**config.mk**
```make
export PLATFORM = sky130hd
export DESIGN_NAME = smram_router
export DESIGN_NICKNAME = d
export VERILOG_FILES = /design/src/rtl/smram_pkg.sv /design/src/rtl/smram_reg_path.sv /design/src/rtl/smram_route_ctl.sv /design/src/rtl/smram_router.sv
export SDC_FILE = /design/constraint.sdc
export NUM_CORES = 1
export LEC_CHECK = 0
export BUFFER_PORTS_ARGS = -buffer_cell sky130_fd_sc_hd__buf_4
export CORE_AREA = 2 2 39 41
export DETAILED_ROUTE_END_ITERATION = 7
export DIE_AREA = 0 0 41 43
export GPL_TIMING_DRIVEN = 0
export PLACE_DENSITY = 0.59
export SLEW_MARGIN = 25
export SYNTH_ARGS = -nofsm -noshare
export SYNTH_HDL_FRONTEND = slang
export SYNTH_HIERARCHICAL = 1
export SYNTH_SLANG_ARGS = --single-unit
```
**constraint.sdc**
```tcl
create_clock -name clk -period 1 [get_ports clk]
set_input_delay 0.2 -clock clk [delete_from_list [all_inputs] [get_ports clk]]
set_output_delay 0.2 -clock clk [all_outputs]
set_load 0.005 [all_outputs]
```
**src/rtl/smram_pkg.sv**
```systemverilog
package smram_pkg;
  localparam int OPEN_BIT   = 6;
  localparam int CLOSED_BIT = 5;
  localparam int LOCK_BIT   = 4;
  localparam int ENABLE_BIT = 3;

  typedef struct packed {
    logic load;     // capture a new control byte
    logic softClr;  // soft reset: clear all but lock
  } ctlStrobe_t;

  typedef struct packed {
    logic open;
    logic closed;
    logic lock;
    logic enable;
  } smramFields_t;
endpackage

```
**src/rtl/smram_reg_path.sv**
```systemverilog
module smram_reg_path
  import smram_pkg::*;
#(
  parameter logic [2:0] BASE_SEG = 3'b010
) (
  input  logic         clk,
  input  logic         porRstN,
  input  ctlStrobe_t   strobe,
  input  logic [7:0]   wrData,
  output smramFields_t fields,
  output logic [7:0]   ctrlValue
);
  smramFields_t fieldsQ;
  smramFields_t fieldsNext;
  logic         lockNext;

  // Lock is sticky; once it is (or becomes) set, open cannot be stored.
  always_comb begin
    lockNext          = fieldsQ.lock | wrData[LOCK_BIT];
    fieldsNext.lock   = lockNext;
    fieldsNext.open   = wrData[OPEN_BIT] & ~lockNext;
    fieldsNext.closed = wrData[CLOSED_BIT];
    fieldsNext.enable = wrData[ENABLE_BIT];
  end

  always_ff @(posedge clk or negedge porRstN) begin
    if (!porRstN) begin
      fieldsQ <= '0;
    end else if (strobe.softClr) begin
      fieldsQ.open   <= 1'b0;
      fieldsQ.closed <= 1'b0;
      fieldsQ.enable <= 1'b0;
    end else if (strobe.load) begin
      fieldsQ <= fieldsNext;
    end
  end

  assign fields    = fieldsQ;
  assign ctrlValue = {1'b0, fieldsQ.open, fieldsQ.closed, fieldsQ.lock,
                      fieldsQ.enable, BASE_SEG};
endmodule

```
**src/rtl/smram_route_ctl.sv**
```systemverilog
module smram_route_ctl
  import smram_pkg::*;
(
  input  logic         wrEn,
  input  logic         softRst,
  input  smramFields_t fields,
  input  logic         smmMode,
  input  logic         accData,
  output ctlStrobe_t   strobe,
  output logic         routeDram,
  output logic         illegalCfg
);
  logic visible;
  logic codeDram;
  logic dataDram;

  always_comb begin
    strobe.softClr = softRst;
    strobe.load    = wrEn & ~softRst;
  end

  always_comb begin
    illegalCfg = fields.open & fields.closed & ~fields.lock;
    // open is always clear while locked, so open | smm covers every row
    visible    = fields.open | smmMode;
    codeDram   = fields.enable & ~illegalCfg & visible;
    dataDram   = codeDram & ~fields.closed;
    routeDram  = accData ? dataDram : codeDram;
  end
endmodule

```
**src/rtl/smram_router.sv**
```systemverilog
module smram_router
  import smram_pkg::*;
#(
  parameter logic [2:0] BASE_SEG = 3'b010
) (
  input  logic       clk,
  input  logic       porRstN,
  input  logic       softRst,
  input  logic       wrEn,
  input  logic [7:0] wrData,
  input  logic       smmMode,
  input  logic       accData,
  output logic [7:0] ctrlValue,
  output logic       routeDram,
  output logic       illegalCfg
);
  ctlStrobe_t   strobe;
  smramFields_t fields;

  smram_route_ctl uCtl (
    .wrEn       (wrEn),
    .softRst    (softRst),
    .fields     (fields),
    .smmMode    (smmMode),
    .accData    (accData),
    .strobe     (strobe),
    .routeDram  (routeDram),
    .illegalCfg (illegalCfg)
  );

  smram_reg_path #(.BASE_SEG(BASE_SEG)) uPath (
    .clk       (clk),
    .porRstN   (porRstN),
    .strobe    (strobe),
    .wrData    (wrData),
    .fields    (fields),
    .ctrlValue (ctrlValue)
  );
endmodule

```
==> impl_results.md <==
* Final net count at between 60 and 70
* Cell Area, Synth at 283 um^2
* Delay-heaviest family, CP: flip-flops
* TritonCTS clock tree: done
* Area Overhead vs Synth at 67.7%
* Total power at 470 uW
* Sw Pwr at 103 uW
* Port bufs at 15
* FP Rows at 14
* Peak Freq at roughly 720 MHz
* Min-delay src: wrData[5]
* Vias at between 200 and 300
* Worst path slowest cell: dfrtp_1
* DR vias/cell at 3.78
* Status: complete, but fails checks
* Comb pwr share at 0.201
* VDD IR max at 300 uV
* Clk Latency, worst-skew pair at about 0.23 ns
* Die H at 43 um
* Min-Delay Endpoint: uPath/ctrlValue[5]$_DFFE_PN0P_
* Hold WC Path Type: in -> reg
* H-tree depth at 1
* Largest net degree at the start of global routing at 6
* Cell Count, Final, Fillers Out at between 60 and 70
* Number of antenna violations at the first check in global routing at 0
* Layout cell share with drive strength beyond 1 at 0.608
* Initial drt markers at 1
* Placed Area at about 420 um^2
* Fin crit share at 1.38
* Syn Inst Count at 29
* Hold path cells at 3
* Setup ws final at -0.380 ns
* WS Path Type: reg -> out
* Post-synthesis register bit count at 4
* Placer Congestion at about 0.66
* Setup crit start kind: flip-flop
* RSZ-0062 raised after global routing: yes
* Critical path buffers and inverters at 2
* WP data arrival at ~1.2 ns
* Ys Warns at 6
* Syn_area_per_cell at 9.75 um^2
* Clock power frac at 0.428
* M2 GR Usage at 0.106
* Placed insts at 62
* CP Max Fanout at 2
* Static Leak at 0.000245 uW
* GR Layer Usage met1 at 0.0809
* Core region area at 0.00138 mm^2
* Max FFs per register at 4
* Iteration count of the initial detailed-routing pass at 4
* Reg-to-reg setup timing slack at 0.20 ns
* Netlist cell types at 15
* Root buf cell: clkbuf_4
* Seq pwr share at 0.371
* Setup violators final at 3
* Data required time of the worst path at roughly 0.80 ns
* Die area at 0.00176 mm^2
* Crit-path max cell delay at 0.38 ns
* Final Max Tran Viols at 0
* Detailed Route WL at ~540 um
* Post-synthesis sequential area ratio at 0.354
* Fin. Hold Viols at 0
* Worst R2R Start: uPath/ctrlValue[4]$_DFFE_PN0P_
* Starting Density at 0.204
* R2R depth at 2
* First-pass GRT wire length at 841 um
* DRC viols at 0
* Deepest clock path buffer count at 2
* Antenna fix cells at 0
* GR Util met3 at 0.0314
* Vias in the first global route at between 200 and 250
* CTS buffer count at 3
* Final Skew at 0.00236 ns
* Power Dens Cells at 992 mW/mm^2
* Busiest grt layer: met2
* Int Power at 368 uW
* Clock sink count at 4
* Violated checks: setup timing
* Max-cap violations at 0
* Worst-path cell chain: buf_6 -> nor2b_4 -> o21ai_2 -> o211a_1 -> buf_4
* Die width at ~40 um
* Overall Global Routing Usage at 0.0744
* Reg2reg end: uPath/ctrlValue[6]$_DFFE_PN0P_
* Setup TNS at -0.780 ns
* Sw frac at 0.218
* Min cycle time layout at 1.38 ns
* Post-route ant nets at 0
* DR WL/cell at 7.99 um
* Setup crit end kind: primary output
* Grt ovf at 0
* Reg clk slew, reported paths at 0.04 ns
* Io pins at 24
* Final instance area at 474 um^2
layer usage:
| layer | routed length (um) | vias up |
|---|---|---|
| met4 | 0 | 0 |
| met2 | 297 | 9 |
| met3 | 44 | 0 |
| met5 | 0 | - |
| li1 | - | 127 |
| met1 | 193 | 117 |
worst max-delay path by stage:
| stage | from | to | slack (ns) | depth (start not counted) |
|---|---|---|---|---|
| 2_1_floorplan | uPath/ctrlValue[6]$_DFFE_PN0P_ | routeDram | -0.07 | 4 |
| 3_3_place_gp | uPath/ctrlValue[6]$_DFFE_PN0P_ | routeDram | -0.18 | 5 |
| 3_5_place_dp | uPath/ctrlValue[6]$_DFFE_PN0P_ | routeDram | -0.18 | 5 |
| 4_1_cts | uPath/ctrlValue[6]$_DFFE_PN0P_ | routeDram | -0.41 | 5 |
| 5_1_grt | uPath/ctrlValue[6]$_DFFE_PN0P_ | routeDram | -0.46 | 5 |
| 6_report | uPath/ctrlValue[6]$_DFFE_PN0P_ | routeDram | -0.38 | 5 |
placed cells by master (no fill, tap or decap):
master          n
o21bai_1        1
and2_2          1
nor2b_1         1
nand2b_1        1
o211a_1         1
dfrtp_1         4
o21ai_2         1
conb_1          4
mux2i_1         2
nand4bb_1       1
nand2_1         1
buf_6           3
nor2b_4         1
a21oi_1         1
dlygate4sd3_1   1
nor2_1          2
buf_4          22
clkbuf_4        3
cell usage after synthesis:
library cell / count / area (um^2)
nand2b_1: 1 / 6.26
nor2_1: 2 / 7.51
buf_4: 9 / 67.6
conb_1: 2 / 7.51
nand2_1: 1 / 3.75
dfrtp_1: 4 / 100
mux2i_1: 2 / 20.0
o21ai_2: 1 / 8.76
nand4bb_1: 1 / 11.3
o211a_1: 1 / 10.0
and2_2: 1 / 7.51
o21bai_1: 1 / 7.51
nor2b_1: 1 / 6.26
nor2b_4: 1 / 13.8
a21oi_1: 1 / 5.00
final cells by class:
cell class,instances,area (um^2)
plain buffers,9,71.3
clock buffers,3,22.5
multi-input cells,18,123
fillers,149,910
well taps,16,20.0
flip-flops and latches,4,100
repair buffers,17,138
tightest hold or removal path, delay by kind of cell:
family        cells  cell delay [ns]
mux               1             0.05
simple gates      1             0.08
buf+inv           1             0.08
stage by stage:
step / setup slack [ns] / utilization / hold WS [ns]
after global placement: -0.179 / 0.306 / -0.000844
after CTS: -0.405 / 0.340 / 0.215
final: -0.380 / 0.343 / 0.219
after detailed placement: -0.185 / 0.306 / 0.00136
after global routing: -0.457 / 0.343 / 0.238
after floorplan: -0.0716 / - / -0.0956
power groups by stage:
stage / registers (uW) / clock network [uW] / logic [uW]
finish: 174 / 201 / 94.6
global route: 176 / 212 / 105
CTS: 174 / 210 / 94.7
detailed placement: 176 / 0 / 91.1
global placement: 176 / 0 / 90.4
floorplan: 176 / 0 / 45.0
what timing repair did:
| item | in CTS | in global routing |
|---|---|---|
| gates resized for setup | 2 | 1 |
| hold buffers | 1 | 0 |
| buffers inserted | 1 | 0 |
| endpoints found under the hold margin | 4 | 0 |
| pin swaps | 1 | 1 |
| setup endpoints to repair | 2 | 4 |
logic make-up after synthesis:
kind of cell    count (synthesis)  share of synthesized area
other cells                     2                     0.0266
flops                           4                      0.354
simple gates                    8                      0.199
buf+inv                         9                      0.239
mux                             2                     0.0708
compound gates                  4                      0.111
Power figures use the tool's default switching activity.
